===== src/rtl/seq5_counter.sv =====
module seq5_counter #(
  parameter bit HAS_LOAD = 1'b1
) (
  input  logic       clk,
  input  logic       rst,
  input  logic       en,
  input  logic       ld,
  input  logic [2:0] ld_val,
  output logic [2:0] q
);

  logic       c, b, a;
  logic       ld_eff;
  logic [2:0] nxt;

  assign {c, b, a} = q;
  assign nxt = {a, ~b | (~a & ~c), b & ~c};

  generate
    if (HAS_LOAD) begin : g_load
      assign ld_eff = ld;
    end else begin : g_noload
      assign ld_eff = 1'b0;
    end
  endgenerate

  always_ff @(posedge clk) begin
    if (rst)         q <= 3'b000;
    else if (ld_eff) q <= ld_val;
    else if (en)     q <= nxt;
  end

  function automatic logic in_loop(input logic [2:0] v);
    return v == 3'b000 || v == 3'b010 || v == 3'b011 || v == 3'b101 || v == 3'b110;
  endfunction


  hold_state_chk: assert property (@(posedge clk) disable iff (rst)
    (!ld_eff && !en) |=> $stable(q));


  loop_stays_chk: assert property (@(posedge clk) disable iff (rst)
    (en && !ld_eff && in_loop(q)) |=> in_loop(q));


  from_001_chk: assert property (@(posedge clk) disable iff (rst)
    (en && !ld_eff && q == 3'b001) |=> q == 3'b110);


  from_100_chk: assert property (@(posedge clk) disable iff (rst)
    (en && !ld_eff && q == 3'b100) |=> q == 3'b010);


  from_111_chk: assert property (@(posedge clk) disable iff (rst)
    (en && !ld_eff && q == 3'b111) |=> q == 3'b100);

  generate
    if (HAS_LOAD) begin : g_load_chk

      load_take_chk: assert property (@(posedge clk) disable iff (rst)
        ld |=> q == $past(ld_val));
    end
  endgenerate

endmodule


===== config.mk =====
export PLATFORM = sky130hd
export DESIGN_NAME = seq5_counter
export DESIGN_NICKNAME = d
export VERILOG_FILES = /design/src/rtl/seq5_counter.sv
export SDC_FILE = /design/constraint.sdc
export NUM_CORES = 1
export LEC_CHECK = 0
export ABC_AREA = 1
export BUFFER_PORTS_ARGS = -buffer_cell sky130_fd_sc_hd__buf_4
export CAP_MARGIN = 25
export CORE_AREA = 10 10 47 49
export DETAILED_ROUTE_END_ITERATION = 7
export DIE_AREA = 0 0 57 59
export GPL_TIMING_DRIVEN = 0
export PLACE_DENSITY = 0.35
export SYNTH_ARGS = -nofsm -noshare
export SYNTH_HDL_FRONTEND = slang
export SYNTH_SLANG_ARGS = --single-unit

===== constraint.sdc =====
create_clock -name clk -period 0.9 [get_ports clk]
set_clock_uncertainty 0.05 [all_clocks]
set_input_delay 0.135 -clock clk [delete_from_list [all_inputs] [get_ports clk]]
set_output_delay 0.135 -clock clk [all_outputs]
set_load 0.05 [all_outputs]

==> impl_metrics.yaml <==
run_status:
  outcome: "finished, violations left"
  violations: "setup timing"
setup_path:
  slowest_delay_ns: 0.36
  cp.arrival_ns: 0.73
  path_max_fanout: 4
  path_buf_inv: 1
  cp.required_ns: 0.71
  setup.worst_path.class: "register to output port"
  critPathTopFamily: "flip-flops"
  cp_slowest_cell: "dfxtp_4"
  crit_path_start_kind: "register"
  crit_chain: "buf_8"
  cp-end-kind: "output port"
synthesis:
  ys_ff_latch: 3
  muxShareOfSynthArea_pct: 0
  synth_compound_area_share_pct: 12.78
  synth_fa_ha_area_share_pct: 0
  syn_avg_cell_area_sq_um: 6.163
  synth-simple-area-share_pct: 37.59
  synth_area_sq_um: 166.4
  synth.distinct_cells: 9
  yosysSeqAreaShare_pct: 36.09
  synth-xor-area-share_pct: 0
  synth_top_family_by_area: "simple AND/OR/NAND/NOR gates"
  synth_nets: 34
  syn_inst: 27
  yosysWarningCount: 0
timing:
  min_period_over_period_pct: 101.7
  finalSetupViolations: 3
  min_period_ns: 0.9155
  finalHoldViolCount: 0
  worstMarginPinSlew_ns: 0.1691
  worst_slack_ns: -0.01551
  rsz0062_at_grt: "yes"
  max_slew_margin_pct: 88.72
  max_clock_freq_mhz: 1092
  maxSlewViolCount: 0
final_layout:
  nFillCells: 174
  layout.cells.non_filler: 56
  top_register: "q"
  n_antenna_cell: 0
  syn2layout_area_growth_pct: 90.23
  drive_above_1_share_pct: 47.50
  largest_reg_flops: 3
  nNetsFinal: 48
  postLayoutCellArea_sq_um: 316.6
  reg_top3: "q: 3 flops"
drt:
  viasPerCell: 3.464
  wl_per_cell_microns: 8.714
  drt_pre_antenna_iters: 2
  ant_nets: 0
  dr_total_vias: 194
  drtIter0Drc: 1
  routed_wl_microns: 488
  drc: 0
place:
  hpwl_microns: 444.5
  place.gp.congestion: 0.6416
  place_area_sq_um: 267.8
  dp_slack_ns: 0.07486
  io_buffers: 9
  dp.cells: 52
cts:
  cts_root_buf: "clkbuf_4"
  clk_latency_ns: 0.23
  cts_buffer_depth: 2
  cts_sinks: 3
  cts_hold_buf: 0
  post-cts-setup-buffer-count: 0
  htreeDepth: 1
  numCtsBuffers: 3
  cts_tree: "built"
  clkTransAtPathRegs_ns: 0.04
pwr:
  power_density_mw_per_mm2: 1592
  ir_drop_mv: 0.4990
  leakagePower_nw: 0.1550
die:
  die_area_sq_mm: 0.003363
  dieWidth_microns: 57
  initial_core_util_pct: 11.88
  die_height_microns: 59
  core.rowCount: 14
  ioPinCount: 10
  core_sq_mm: 0.001401
flow_run:
  maxCapViolCount: 0
grt:
  grt_pass1_vias: 205
  grt_first_pass_wirelength_microns: 786
  grtUsageTotal_pct: 3.106
  grt_max_degree: 6
  grt_overflow: 0
  antenna_found_initial: 0
min_path:
  hold_path_class: "primary input to register"
-- Yosys cell counts (all sizes together) --
cell | n | area share (%)
nand2 | 8 | 18
nand3 | 3 | 9.0
dfxtp | 3 | 36
a21oi | 2 | 8.3
inv | 6 | 14
nor2 | 4 | 11
a21boi | 1 | 4.5
-- final cells by class --
class | instances | area [sq um] | area share [%]
Clock buffer | 4 | 26.28 | 8.300
Timing Repair Buffer | 9 | 90.09 | 28.46
Tap cell | 16 | 20.02 | 6.324
Inverter | 6 | 22.52 | 7.115
Multi-Input combinational cell | 18 | 86.33 | 27.27
Sequential cell | 3 | 71.32 | 22.53
-- routing by layer --
metal / track usage (%) / up-vias / wire length [microns]
met1: 2.719 / 83 / 159
met5: 0 / - / 0
met2: 4.651 / 4 / 269
li1: - / 107 / -
met3: 2.146 / 0 / 60
met4: 3.020 / 0 / 0
-- through the flow --
stage | setup TNS [ns] | utilization [%] | hold slack, ns | total power, mW
after floorplan | 0 | - | 0.1383 | 0.2131
after global placement | 0 | 19.11 | 0.2614 | 0.2617
after detailed placement | 0 | 19.11 | 0.2588 | 0.2608
after CTS | -0.07841 | 22.59 | 0.007716 | 0.5235
after global routing | -0.09943 | 22.59 | 0.01529 | 0.5382
final | -0.03079 | 22.59 | 0.01762 | 0.5038
-- kinds of logic after synthesis --
family | after synthesis
DFF | 3
and+or+nand+nor | 15
AOI/OAI and AO/OA | 3
buffers and inverters | 6
-- final timing paths --
path	start	end	slack, ns	cells past startpoint
worst max-delay path	q[0]$_SDFFE_PP0P_	q[0]	-0.02	1
worst min-delay path	rst	q[1]$_SDFFE_PP0P_	0.02	2
worst max register to register	q[1]$_SDFFE_PP0P_	q[0]$_SDFFE_PP0P_	0.07	4
worst min register to register	q[1]$_SDFFE_PP0P_	q[1]$_SDFFE_PP0P_	0.46	2
-- placed cells by master, fill, tap and decap left out --
cell type  n
nand2_1    8
buf_4      6
inv_1      5
nand3_1    3
clkbuf_4   3
buf_8      3
dfxtp_4    3
nor2_2     2
nor2_1     2
a21boi_1   1
inv_2      1
a21oi_1    1
a21oi_2    1
clkbuf_1   1
-- what timing repair did --
action | CTS | global route
pin swaps | 0 | 0
endpoints found under the hold margin | 0 | 0
setup endpoints to repair | 3 | 3
resized for setup | 6 | 0
-- where the power goes --
group | total, mW | switching [mW] | internal [mW]
Sequential | 0.152 | 0.0110 | 0.141
Clock | 0.232 | 0.0660 | 0.166
Combinational | 0.120 | 0.0644 | 0.0558
(Power assumes the default switching activity.)
